File: src/rtl/callret_pkg.sv
package callret_pkg;

  typedef enum logic [3:0] {
    OP_NONE      = 4'h0,
    OP_ABS_CALL  = 4'h1,
    OP_REL_CALL  = 4'h2,
    OP_MEM_CALL  = 4'h3,
    OP_SW_INT    = 4'h4,
    OP_RET       = 4'h5,
    OP_RET_SKIP  = 4'h6,
    OP_RET_DATA  = 4'h7,
    OP_RET_FLAGS = 4'h8
  } opKind_e;

  typedef enum logic [2:0] {
    TGT_ABS,
    TGT_REL,
    TGT_MEM,
    TGT_VEC,
    TGT_POP,
    TGT_POP_INC
  } tgtSel_e;

  typedef enum logic [1:0] {
    ST_IDLE,
    ST_WR_LO,
    ST_WR_HI
  } seqState_e;

  // strobes from control to datapath
  typedef struct packed {
    logic     push;
    logic     pop;
    tgtSel_e  tgtSel;
    logic     loadPc;
    logic     loadFlags;
    logic     captureWr;
    logic     wrLo;
    logic     wrHi;
    logic     ovf;
    logic     unf;
  } seqStrobe_t;

endpackage

File: src/rtl/callret_ctrl.sv
module callret_ctrl
  import callret_pkg::*;
(
  input  logic       clk,
  input  logic       rstN,
  input  logic [3:0] opCode,
  input  logic       stackFull,
  input  logic       stackEmpty,
  output seqStrobe_t strobe,
  output logic       busy
);

  seqState_e state, stateNext;
  opKind_e   op;

  assign op   = opKind_e'(opCode);
  assign busy = (state != ST_IDLE);

  always_comb begin
    strobe    = '0;
    stateNext = state;
    unique case (state)
      ST_WR_LO: begin
        strobe.wrLo = 1'b1;
        stateNext   = ST_WR_HI;
      end
      ST_WR_HI: begin
        strobe.wrHi = 1'b1;
        stateNext   = ST_IDLE;
      end
      default: begin
        case (op)
          OP_ABS_CALL, OP_REL_CALL, OP_MEM_CALL, OP_SW_INT: begin
            if (stackFull) begin
              strobe.ovf = 1'b1;
            end else begin
              strobe.push   = 1'b1;
              strobe.loadPc = 1'b1;
              case (op)
                OP_ABS_CALL: strobe.tgtSel = TGT_ABS;
                OP_REL_CALL: strobe.tgtSel = TGT_REL;
                OP_MEM_CALL: strobe.tgtSel = TGT_MEM;
                default:     strobe.tgtSel = TGT_VEC;
              endcase
            end
          end
          OP_RET, OP_RET_SKIP, OP_RET_DATA, OP_RET_FLAGS: begin
            if (stackEmpty) begin
              strobe.unf = 1'b1;
            end else begin
              strobe.pop    = 1'b1;
              strobe.loadPc = 1'b1;
              strobe.tgtSel = (op == OP_RET_SKIP) ? TGT_POP_INC : TGT_POP;
              if (op == OP_RET_FLAGS) strobe.loadFlags = 1'b1;
              if (op == OP_RET_DATA) begin
                strobe.captureWr = 1'b1;
                stateNext        = ST_WR_LO;
              end
            end
          end
          default: ;
        endcase
      end
    endcase
  end

  always_ff @(posedge clk) begin
    if (!rstN) state <= ST_IDLE;
    else       state <= stateNext;
  end

endmodule

File: src/rtl/callret_dp.sv
module callret_dp
  import callret_pkg::*;
#(
  parameter int              PC_W     = 16,
  parameter int              FLAG_W   = 4,
  parameter int              DEPTH    = 8,
  parameter int              NIB_W    = 4,
  parameter int              MADDR_W  = 6,
  parameter logic [PC_W-1:0] VEC_BASE = 'h0100
)(
  input  logic               clk,
  input  logic               rstN,
  input  seqStrobe_t         strobe,
  input  logic [PC_W-1:0]    nextPc,
  input  logic [2*NIB_W-1:0] imm8,
  input  logic [MADDR_W-1:0] imm6,
  input  logic [PC_W/2-1:0]  extReg,
  input  logic               extFlag,
  input  logic [PC_W-1:0]    xReg,
  input  logic [FLAG_W-1:0]  flagsIn,
  input  logic [NIB_W-1:0]   memRdData,
  output logic [MADDR_W-1:0] memRdAddr,
  output logic               stackFull,
  output logic               stackEmpty,
  output logic               pcLoad,
  output logic [PC_W-1:0]    pcOut,
  output logic               flagsLoad,
  output logic [FLAG_W-1:0]  flagsOut,
  output logic               memWe,
  output logic [PC_W-1:0]    memWrAddr,
  output logic [NIB_W-1:0]   memWrData,
  output logic               ovfErr,
  output logic               unfErr
);

  localparam int SP_W  = $clog2(DEPTH + 1);
  localparam int IDX_W = $clog2(DEPTH);
  localparam int BYTE_W = 2 * NIB_W;

  typedef struct packed {
    logic [PC_W-1:0]   pc;
    logic [FLAG_W-1:0] flags;
  } entry_t;

  entry_t            stackMem [DEPTH];
  logic [SP_W-1:0]   sp;
  logic [IDX_W-1:0]  pushIdx, topIdx;
  entry_t            topEntry;
  logic [PC_W-1:0]   relOff, target;
  logic [PC_W-1:0]   wrBase;
  logic [BYTE_W-1:0] wrByte;

  assign memRdAddr  = imm6;
  assign stackFull  = (sp == SP_W'(DEPTH));
  assign stackEmpty = (sp == '0);
  assign pushIdx    = IDX_W'(sp);
  assign topIdx     = IDX_W'(sp - 1'b1);
  assign topEntry   = stackMem[topIdx];

  // target selection
  always_comb begin
    relOff = extFlag ? PC_W'({extReg, imm8}) : PC_W'($signed(imm8));
    unique case (strobe.tgtSel)
      TGT_ABS:     target = PC_W'(imm8);
      TGT_REL:     target = nextPc + relOff;
      TGT_MEM:     target = nextPc + PC_W'(memRdData);
      TGT_VEC:     target = VEC_BASE + PC_W'(imm6);
      TGT_POP_INC: target = topEntry.pc + 1'b1;
      default:     target = topEntry.pc;
    endcase
  end

  // return stack
  always_ff @(posedge clk) begin
    if (!rstN) begin
      sp <= '0;
    end else if (strobe.push) begin
      sp <= sp + 1'b1;
    end else if (strobe.pop) begin
      sp <= sp - 1'b1;
    end
  end

  generate
    for (genvar i = 0; i < DEPTH; i++) begin : g_slot
      always_ff @(posedge clk) begin
        if (strobe.push && pushIdx == IDX_W'(i))
          stackMem[i] <= '{pc: nextPc, flags: flagsIn};
      end
    end
  endgenerate

  // registered results
  always_ff @(posedge clk) begin
    if (!rstN) begin
      pcLoad    <= 1'b0;
      pcOut     <= '0;
      flagsLoad <= 1'b0;
      flagsOut  <= '0;
      ovfErr    <= 1'b0;
      unfErr    <= 1'b0;
      wrBase    <= '0;
      wrByte    <= '0;
    end else begin
      pcLoad    <= strobe.loadPc;
      flagsLoad <= strobe.loadFlags;
      ovfErr    <= strobe.ovf;
      unfErr    <= strobe.unf;
      if (strobe.loadPc)    pcOut    <= target;
      if (strobe.loadFlags) flagsOut <= topEntry.flags;
      if (strobe.captureWr) begin
        wrBase <= xReg;
        wrByte <= imm8;
      end
    end
  end

  // nibble write port
  assign memWe     = strobe.wrLo | strobe.wrHi;
  assign memWrAddr = strobe.wrHi ? wrBase + 1'b1 : wrBase;
  assign memWrData = strobe.wrHi ? wrByte[BYTE_W-1:NIB_W] : wrByte[NIB_W-1:0];

endmodule

File: src/rtl/callret_seq.sv
module callret_seq
  import callret_pkg::*;
#(
  parameter int PC_W    = 16,
  parameter int FLAG_W  = 4,
  parameter int DEPTH   = 8,
  parameter int NIB_W   = 4,
  parameter int MADDR_W = 6
)(
  input  logic               clk,
  input  logic               rstN,
  input  logic [3:0]         opCode,
  input  logic [PC_W-1:0]    nextPc,
  input  logic [2*NIB_W-1:0] imm8,
  input  logic [MADDR_W-1:0] imm6,
  input  logic [PC_W/2-1:0]  extReg,
  input  logic               extFlag,
  input  logic [PC_W-1:0]    xReg,
  input  logic [FLAG_W-1:0]  flagsIn,
  output logic [MADDR_W-1:0] memRdAddr,
  input  logic [NIB_W-1:0]   memRdData,
  output logic               pcLoad,
  output logic [PC_W-1:0]    pcOut,
  output logic               flagsLoad,
  output logic [FLAG_W-1:0]  flagsOut,
  output logic               memWe,
  output logic [PC_W-1:0]    memWrAddr,
  output logic [NIB_W-1:0]   memWrData,
  output logic               busy,
  output logic               ovfErr,
  output logic               unfErr
);

  seqStrobe_t strobe;
  logic       stackFull, stackEmpty;

  callret_ctrl u_ctrl (
    .clk        (clk),
    .rstN       (rstN),
    .opCode     (opCode),
    .stackFull  (stackFull),
    .stackEmpty (stackEmpty),
    .strobe     (strobe),
    .busy       (busy)
  );

  callret_dp #(
    .PC_W    (PC_W),
    .FLAG_W  (FLAG_W),
    .DEPTH   (DEPTH),
    .NIB_W   (NIB_W),
    .MADDR_W (MADDR_W)
  ) u_dp (
    .clk        (clk),
    .rstN       (rstN),
    .strobe     (strobe),
    .nextPc     (nextPc),
    .imm8       (imm8),
    .imm6       (imm6),
    .extReg     (extReg),
    .extFlag    (extFlag),
    .xReg       (xReg),
    .flagsIn    (flagsIn),
    .memRdData  (memRdData),
    .memRdAddr  (memRdAddr),
    .stackFull  (stackFull),
    .stackEmpty (stackEmpty),
    .pcLoad     (pcLoad),
    .pcOut      (pcOut),
    .flagsLoad  (flagsLoad),
    .flagsOut   (flagsOut),
    .memWe      (memWe),
    .memWrAddr  (memWrAddr),
    .memWrData  (memWrData),
    .ovfErr     (ovfErr),
    .unfErr     (unfErr)
  );

endmodule

File: config.mk
export PLATFORM = sky130hd
export DESIGN_NAME = callret_seq
export DESIGN_NICKNAME = d
export VERILOG_FILES = /design/src/rtl/callret_pkg.sv /design/src/rtl/callret_ctrl.sv /design/src/rtl/callret_dp.sv /design/src/rtl/callret_seq.sv
export SDC_FILE = /design/constraint.sdc
export NUM_CORES = 1
export LEC_CHECK = 0
export BUFFER_PORTS_ARGS = -buffer_cell sky130_fd_sc_hd__buf_2
export CORE_ASPECT_RATIO = 1.4
export CORE_MARGIN = 5
export CORE_UTILIZATION = 63
export DETAILED_ROUTE_END_ITERATION = 8
export PLACE_DENSITY = 0.83
export SKIP_LAST_GASP = 1
export SLEW_MARGIN = 20
export SYNTH_ARGS = -nofsm -noshare
export SYNTH_HDL_FRONTEND = slang
export SYNTH_HIERARCHICAL = 1
export SYNTH_SLANG_ARGS = --single-unit
File: constraint.sdc
create_clock -name clk -period 14 [get_ports clk]
set_input_delay 0 -clock clk [delete_from_list [all_inputs] [get_ports clk]]
set_output_delay 0 -clock clk [all_outputs]
set_load 0.05 [all_outputs]
# Word level (Yosys, flattened, before mapping)
# Memories as Yosys holds them, arrays and structs flattened.
# Index checks and enable logic that the tools add are counted.
classes:
  eq_ne: 23
  n_addsub: 7
  n_mux: 63
  n_bitwise: 4
  n_reduce_logical: 28
ops:
  columns: ["cell", "n"]
  rows:
  - ["$mux W20", 7]
  - ["$reduce_or A20 Y1", 7]
  - ["$pmux W16 S5", 1]
  - ["$mux W1", 33]
  - ["$add A16 B1 Y16 const B", 2]
  - ["$mux W16", 2]
  - ["$mux W3", 8]
  - ["$add A16 B16 Y16", 1]
  - ["$add A16 B4 Y16", 1]
  - ["$eq A4 B3 Y1 const B", 4]
  - ["$reduce_or A4 Y1", 4]
  - ["$eq A3 B3 Y1 const B", 5]
  - ["$eq A3 B2 Y1 const B", 4]
  - ["$mux W4", 3]
  - ["$add A9 B6 Y10 const A", 1]
  - ["$eq A4 B2 Y1 const B", 2]
  - ["$eq A4 B4 Y1 const B", 2]
  - ["$logic_and A1 B1 Y1", 8]
  - ["$mux W2", 4]
  - ["$mux W8", 1]
  - ["$pmux W4 S2", 1]
  - ["$mux W7", 1]
  - ["$eq A3 B1 Y1 const B", 2]
  - ["$logic_not A3 Y1", 2]
  - ["other kinds (15)", 19]
totals:
  inputBits: 69
  register_bits: 54
  output_inout_bits: 52
  mem_bits_rw: 160
  mem_count: 1
  word_cells: 136
memory_table:
  columns: ["memory", "depth", "word_bits", "read_ports", "rd_clocked_by_memory_dff", "write_ports", "line_no", "source"]
  rows:
  - ["u_dp.stackMem", 8, 20, 1, 0, 1, "callret_dp.sv:45", "entry_t stackMem [DEPTH];"]

# Logic depth before layout (Yosys ltp)
# Gate-level depths: netlist (run 1).
depth:
  depth_word: 16
  depth_mapped: 19
  mapped_depth_nobuf: 17

# By module
# The synthesis (run 1) kept the hierarchy.
modules_own_cells:
  columns: ["mod", "cells_per_inst", "instances", "seq_area_each_um2", "area_per_inst_um2"]
  rows:
  - ["callret_dp", 772, 1, 5845.6, 10253.6]
  - ["callret_ctrl", 46, 1, 40.0, 351.6]

# Worst setup path before layout (run 1)
# OpenSTA, ideal clock, no wires.
synth_path:
  path_kind: "reg-to-reg"
  from: "register u_dp.sp[0]"
  to: "register u_dp.pcOut[14]"
  arrival_ns: 5.092
  synth_period_minus_slack_ns: 5.168
  setup_slack_ns: 8.832
  path_stages_with_launch: 20
  cell_sequence: "dfxtp_1 buf_2 clkinv_2 buf_1 ha_1 nor3b_1 mux2i_1 a21oi_1 nor4_1 nor3b_2 mux2_2 ha_1 fa_1 and3_1 o2111ai_1 nand4_1 a2111oi_1 nor4b_1 o41a_1 o22ai_1"
synth_lines:
  columns: ["element", "line_no", "source"]
  rows:
  - ["start: declaration", "callret_dp.sv:46", "logic [SP_W-1:0] sp;"]
  - ["start signal: assignment", "callret_dp.sv:78", "sp <= sp + 1'b1;"]
  - ["start signal: assignment", "callret_dp.sv:80", "sp <= sp - 1'b1;"]
  - ["end signal: assignment", "callret_dp.sv:109", "if (strobe.loadPc) pcOut <= target;"]
  - ["end: declaration", "callret_dp.sv:26", "output logic [PC_W-1:0] pcOut,"]

==> results by group, run 1 <==
Synthesis
  • Seq/Total Area, Yosys: 55.50%
  • YS warnings: 6
  • Leading area contributor after synthesis: edfxtp_1
  • Gate Count Post-Synth: 818
  • Predominant post-synthesis flop cell: edfxtp_1
  • Syn nets: 917
  • #FFs+latches synth: 214
  • Synthesized area: 10610 µm²
  • Share of the synthesized area in the top cell type: 45.30%
  • Most area-consuming cells after synthesis: edfxtp_1, dfxtp_1, mux4_2
  • Library cells used by synthesis: 81
  • Synth Area per Inst: 12.96 µm²
  • Async S/R FF share, synth: 0%
  • Post-synth EDFFs: 160

Drt
  • Drt wl/cell: 22.49 µm
  • Drt drc: 0
  • Via Count: 7680
  • DR iter-0 viols: 785
  • Drt first pass iters: 5
  • Post-route ant nets: 0
  • Total wire length: 26790 µm
  • Via density: 6.448

CTS
  • Inserted Clock Buffers: 20
  • Worst-skew pair later-pin latency: 0.49 ns
  • Post-CTS Resized: 0
  • Cts hold-fix bufs: 46
  • Clock transition at path regs: 0.07 ns
  • Htree depth: 1
  • Root Driver: clkbuf_16
  • Max Buffers Root-to-Sink: 3
  • TritonCTS clock tree: built
  • Post-CTS Setup Inserts: 0
  • Clock sinks: 214

Flow run
  • Max-Cap Viols: 0

Setup path
  • Cells on worst reg2reg path: 18
  • Req. time, crit path: 14.41 ns
  • Critical path endpoint category: register
  • Maximum fanout along the worst path: 22
  • Worst R2R Start: u_dp/sp[0]
  • Reg2reg setup slack: 8.05 ns
  • Reg-to-reg endpoint: u_dp/pcOut[14]
  • Crit. Startpoint: u_dp/sp[0]
  • Largest stage delay, worst path: 0.69 ns
  • CP Launch Type: register
  • Critical-path top delay cell: nor3b_4
  • Critical path class: register to register
  • CP Cell Sequence: clkinv_2 > ha_2 > nor3b_1 > mux2i_1 > a21oi_1 > nor4_2 > buf_4 > nor3b_4 > mux2_2 > ha_1 > fa_1 > and3_1 > o2111ai_1 > nand4_1 > a2111oi_1 > nor4b_1 > o41a_1 > o22ai_1
  • CP arrival: 6.37 ns

STA
  • Skew final: 0.01118 ns
  • Pins over their slew limit: 0
  • Clock period minus worst slack: 5.954 ns
  • RSZ-0062 raised after global routing: false
  • Actual slew at the worst max-slew pin: 0.7848 ns
  • Final Setup Violations: 0
  • Final hold vios: 0
  • Final period utilization: 42.53%
  • F_max: 0.1679 GHz
  • Setup TNS Final: 0 ns
  • Slew margin rel.: 47.63%

Placed design
  • RePlAce Congestion: 0.9501
  • Detail Placement HPWL: 17450 µm
  • Input/output buffers: 120
  • Placement Cell Area: 11370 µm²

Floorplanning
  • IO Count: 121
  • Core area: 16680 µm²
  • Die Span Y: 163.5 µm
  • Full die area: 19570 µm²
  • Cell Rows: 56
  • Die extent in x: 119.7 µm
  • Initial Util: 63.60%

Worst hold path
  • Start point of the worst min-delay path: opCode[0]
  • Hold path depth: 4
  • Hold Crit Endpoint: u_ctrl/state[0]
  • Worst Hold Class: primary input to register

GRT
  • Remaining global-route overflow: 0
  • Vias in the first global route: 7677
  • Largest net degree at the start of global routing: 40
  • M2 GR Usage: 48.02%
  • Met1 GRT Util: 33.65%
  • Antenna violations before repair: 0
  • Met3 usage: 4.157%
  • First-pass GRT wire length: 41650 µm
  • Gr usage total: 27.59%
  • Most Crowded Layer GR: met2

Final layout
  • Area Overhead vs Synth: 17.33%
  • Cell area after layout: 12440 µm²
  • Final nets: 1075
  • Antenna diodes: 0
  • Filler Cells Inserted: 1062
  • Most frequent cells in the layout: edfxtp_1, buf_2, nor2_1
  • Leading cell type in the layout, fill and taps excluded: edfxtp_1
  • Share of post-route cells with drive strength above 1: 22.98%

Pwr
  • Static Leakage: 4.607 nW
  • VDD IR max: 0.1280 mV
  • Power, Total: 2.304 mW
  • Pwr Density: 185.2 nW/µm²

Outcome
  • Status: completed
logic make-up (layout without fill, tap and decap cells):
family	count (synthesis)	after routing	synth area share, %
buffers and inverters	67	237	3.032
DFF	214	214	55.50
and+or+nand+nor	243	243	11.86
adders and majority gates	30	30	3.610
muxes	97	97	14.32
AOI/OAI and AO/OA	131	131	8.707
xor gates and xnor gates	36	36	2.973
Yosys cell counts, drive strengths merged, types with 6 or more instances:
library cell / count
edfxtp: 160
nor2: 64
dfxtp: 54
nand2: 52
mux2i: 47
mux4: 39
a21oi: 30
ha: 29
buf: 25
clkbuf: 23
nand3: 20
nor3: 19
xnor2: 18
xor2: 18
inv: 17
o21ai: 16
a211oi: 15
nor2b: 14
and3: 13
nand4: 12
mux2: 11
a31oi: 8
and2: 8
nand2b: 6
nor3b: 6
nor4: 6
routing by layer:
metal  part of all wire [%]  wire length (µm)
met1                     37              9980
met2                     50             13410
met3                    7.8              2085
met4                    4.9              1318
met5                      0                 0
registers in the layout, indices dropped and copies added, names as in the netlist:
signal and count:
u_dp/wrByte 8, u_dp/flagsOut 4, u_dp/pcOut 16, u_dp/flagsLoad 1, u_dp/wrBase 16, u_dp/pcLoad 1
u_ctrl/state 2, u_dp/unfErr 1, u_dp/stackMem 160, u_dp/ovfErr 1, u_dp/sp 4
critical path: cells and delay by family (launching register included):
kind / cells / cell delay (ns)
simple gates: 6 / 1.97
buf+inv: 2 / 0.52
compound gates: 5 / 1.53
fa+ha+maj: 3 / 0.93
flops: 1 / 0.33
mux: 2 / 0.59
report_power, final:
| part | internal (mW) | switching, mW |
|---|---|---|
| combinational | 0.396 | 0.637 |
| sequential | 0.736 | 0.0256 |
| clock | 0.291 | 0.219 |
final cells by class:
cell class | instances | area [µm²] | area share [%]
Sequential cell | 214 | 5886 | 47.30
Multi-Input combinational cell | 537 | 4432 | 35.62
Timing Repair Buffer | 184 | 1196 | 9.613
Clock buffer | 27 | 548.0 | 4.404
Tap cell | 203 | 254.0 | 2.041
Inverter | 19 | 72.57 | 0.5832
Clock inverter | 7 | 55.05 | 0.4424
how the worst max path moves through the flow:
stage / to / slack (ns) / cells past startpoint
2_1_floorplan: u_dp/pcOut[14] / 8.83 / 19
3_3_place_gp: u_dp/pcOut[14] / 8.08 / 18
3_5_place_dp: u_dp/pcOut[14] / 7.89 / 18
4_1_cts: u_dp/pcOut[14] / 7.86 / 18
5_1_grt: u_dp/pcOut[14] / 7.69 / 18
6_report: u_dp/pcOut[14] / 8.05 / 18
stage by stage:
stage          instances  hold WS [ns]  util [%]  worst slack, ns
6_report            1191       0.06836     74.62            8.046
5_1_grt             1191       0.09423     74.62            7.689
4_1_cts             1191       0.04792     74.58            7.860
3_5_place_dp        1111        0.2501     68.20            7.888
3_3_place_gp        1111        0.2422     68.20            8.081
2_1_floorplan        818       0.09887         -            8.832
(Power assumes the default switching activity.)
==> inputs of run 2 (changes only) <==
CORE_UTILIZATION = 59   (was 63)
PLACE_DENSITY = 0.78   (was 0.83)
clock period = 6 ns   (was 14 ns; I/O delays follow)
==> results by group, run 2 (same netlist as run 1, synthesis figures left out) <==
STA
  • Actual slew at the worst max-slew pin: 0.7706 ns (-0.01421 ns)
  • Final Setup Violations: 0 (unchanged)
  • RSZ-0062 raised after global routing: false
  • Final period utilization: 82.75% (+40 points)
  • Setup TNS Final: 0 ns (unchanged)
  • Skew final: 0.01571 ns (+0.004528 ns)
  • Pins over their slew limit: 0 (unchanged)
  • Clock period minus worst slack: 4.965 ns (-0.9894 ns)
  • Slew margin rel.: 48.63% (+1.0 points)
  • Final hold vios: 0 (unchanged)
  • F_max: 0.2014 GHz (+20%)

Pwr
  • VDD IR max: 0.3006 mV (+130%)
  • Static Leakage: 4.634 nW (+0.59%)
  • Pwr Density: 429.2 nW/µm² (+130%)

Floorplanning
  • Core area: 17850 µm² (+7.1%)
  • Die extent in x: 123.3 µm (+3.1%)
  • Initial Util: 59.41% (-4.2 points)
  • Cell Rows: 58 (+3.6%)
  • Die Span Y: 168.6 µm (+3.1%)
  • IO Count: 121 (unchanged)
  • Full die area: 20790 µm² (+6.3%)

Setup path
  • CP most frequent cell: buf_4
  • Crit path buffers/inverters: 4 (+2)
  • Worst R2R Start: u_dp/sp[1]
  • Critical path class: register to register
  • Maximum fanout along the worst path: 22 (unchanged)
  • Largest stage delay, worst path: 0.49 ns (-0.20 ns)
  • Cell family with most CP delay: compound AO/OA/AOI/OAI gates
  • Crit. Startpoint: u_dp/sp[1]
  • Req. time, crit path: 6.43 ns (-7.98 ns)
  • Critical-path top delay cell: a2111oi_1
  • Critical path endpoint category: register
  • CP Launch Type: register
  • CP Cell Sequence: inv_1 > ha_2 > nor3b_1 > buf_4 > mux2i_1 > a21oi_1 > nor4_2 > buf_4 > nor3b_2 > buf_4 > mux2_2 > ha_1 > fa_1 > and3_1 > o2111ai_1 > nand4_1 > a2111oi_1 > nor4b_1 > o41a_1 > o22ai_1
  • CP arrival: 5.39 ns (-0.98 ns)

CTS
  • Inserted Clock Buffers: 20 (unchanged)
  • TritonCTS clock tree: built
  • Clock transition at path regs: 0.07 ns (about the same)
  • Root Driver: clkbuf_16
  • Worst-skew pair later-pin latency: 0.50 ns (about the same)
  • Max Buffers Root-to-Sink: 3 (unchanged)
  • Post-CTS Setup Inserts: 0 (unchanged)
  • Clock sinks: 214 (unchanged)
  • Htree depth: 1 (unchanged)

Final layout
  • Leading cell type in the layout, fill and taps excluded: edfxtp_1
  • Most flops, register: u_dp/stackMem
  • Area Overhead vs Synth: 17.99%
  • Register area: 5886 µm² (unchanged)
  • Filler Cells Inserted: 1262 (+19%)
  • Share of post-route cells with drive strength above 1: 23.36% (+0.39 points)
  • Most frequent cells in the layout: edfxtp_1, buf_2, nor2_1
  • Multi-input gate area in the final layout: 4425 µm² (-0.14%)
  • Top Registers: u_dp/stackMem x160, u_dp/pcOut x16, u_dp/wrBase x16
  • Final nets: 1078 (+0.28%)
  • Max FFs per register: 160 (unchanged)
  • Antenna diodes: 0 (unchanged)
  • Post-layout util: 70.09% (-4.5 points)

Drt
  • Met2 wire length: 13400 µm (about the same)
  • Total wire length: 26240 µm (-2.1%)
  • Drt wl/cell: 21.28 µm (-5.4%)
  • Via Count: 7494 (-2.4%)
  • Wl on met1: 10160 µm (+1.8%)
  • Via density: 6.078 (-5.7%)
  • Highest routed layer: met4
  • DR iter-0 viols: 534 (-32%)
  • Post-route ant nets: 0 (unchanged)
  • Drt first pass iters: 7 (+2)
  • Routed length on met3: 1885 µm (-9.6%)
  • Drt drc: 0 (unchanged)

GRT
  • First-pass GRT wire length: 40940 µm (-1.7%)
  • Largest net degree at the start of global routing: 40 (unchanged)
  • Remaining global-route overflow: 0 (unchanged)
  • Gr usage total: 25.47% (-2.1 points)
  • Antenna violations before repair: 0 (unchanged)
  • Vias in the first global route: 7517 (-2.1%)

Flow run
  • Max-Cap Viols: 0 (unchanged)

Placed design
  • RePlAce Congestion: 0.8951 (-5.8%)
  • Detail Placement HPWL: 17510 µm (+0.34%)
  • Input/output buffers: 120 (unchanged)

Worst hold path
  • Start point of the worst min-delay path: opCode[0]
  • Worst Hold Class: primary input to register

Outcome
  • Status: completed
-- run 2: what timing repair did --
| item | in CTS | in global routing |
|---|---|---|
| gates resized for setup | 0 | 0 |
| setup endpoints to repair | 0 | 0 |
| hold buffers | 46 | 0 |
| hold endpoints to repair | 195 | 0 |
-- run 2: where the power goes --
group / internal, mW / switching [mW]
logic: 0.938 / 1.47
registers: 1.72 / 0.0568
clock network: 0.668 / 0.523
total: 3.32 / 2.05
-- run 2: routing by layer --
layer	global-route usage, %	vias up
met2	45.27	319
met3	3.209	54
met5	0	-
li1	-	3479
met1	32.42	3642
met4	7.566	0
-- run 2: worst reg2reg max path, delay by kind of cell (launching register included) --
kind / cells / cell delay (ns)
fa+ha+maj: 3 / 0.85
compound gates: 5 / 1.49
buf+inv: 4 / 0.75
flops: 1 / 0.36
mux: 2 / 0.45
simple gates: 6 / 1.00
-- run 2: area by class of cell --
| class | count | area share (%) |
|---|---|---|
| Multi-Input combinational cell | 537 | 35.37 |
| Sequential cell | 214 | 47.04 |
| Clock inverter | 8 | 0.6399 |
| Inverter | 19 | 0.5799 |
| Clock buffer | 28 | 4.240 |
| Tap cell | 240 | 2.400 |
| Timing Repair Buffer | 187 | 9.739 |
-- run 2: path summary, 6_finish.rpt --
kind	to	slack, ns	cells after the start
setup / recovery	u_dp/pcOut[14]	1.04	20
hold / removal	u_ctrl/state[0]	0.07	4
setup reg to reg	u_dp/pcOut[14]	1.04	20
hold reg to reg	u_dp/pcOut[6]	0.47	2
-- run 2: through the flow --
stage,power [mW],instance area (µm²),worst slack [ns],hold WS [ns],std cells
after floorplan,3.587,10610,0.8320,0.09887,818
after global placement,4.131,11440,1.231,0.2419,1151
after detailed placement,4.163,11440,1.115,0.2474,1151
after CTS,5.382,12510,1.080,0.04956,1233
after global routing,5.640,12510,0.6517,0.08987,1233
final,5.371,12510,1.035,0.06762,1233
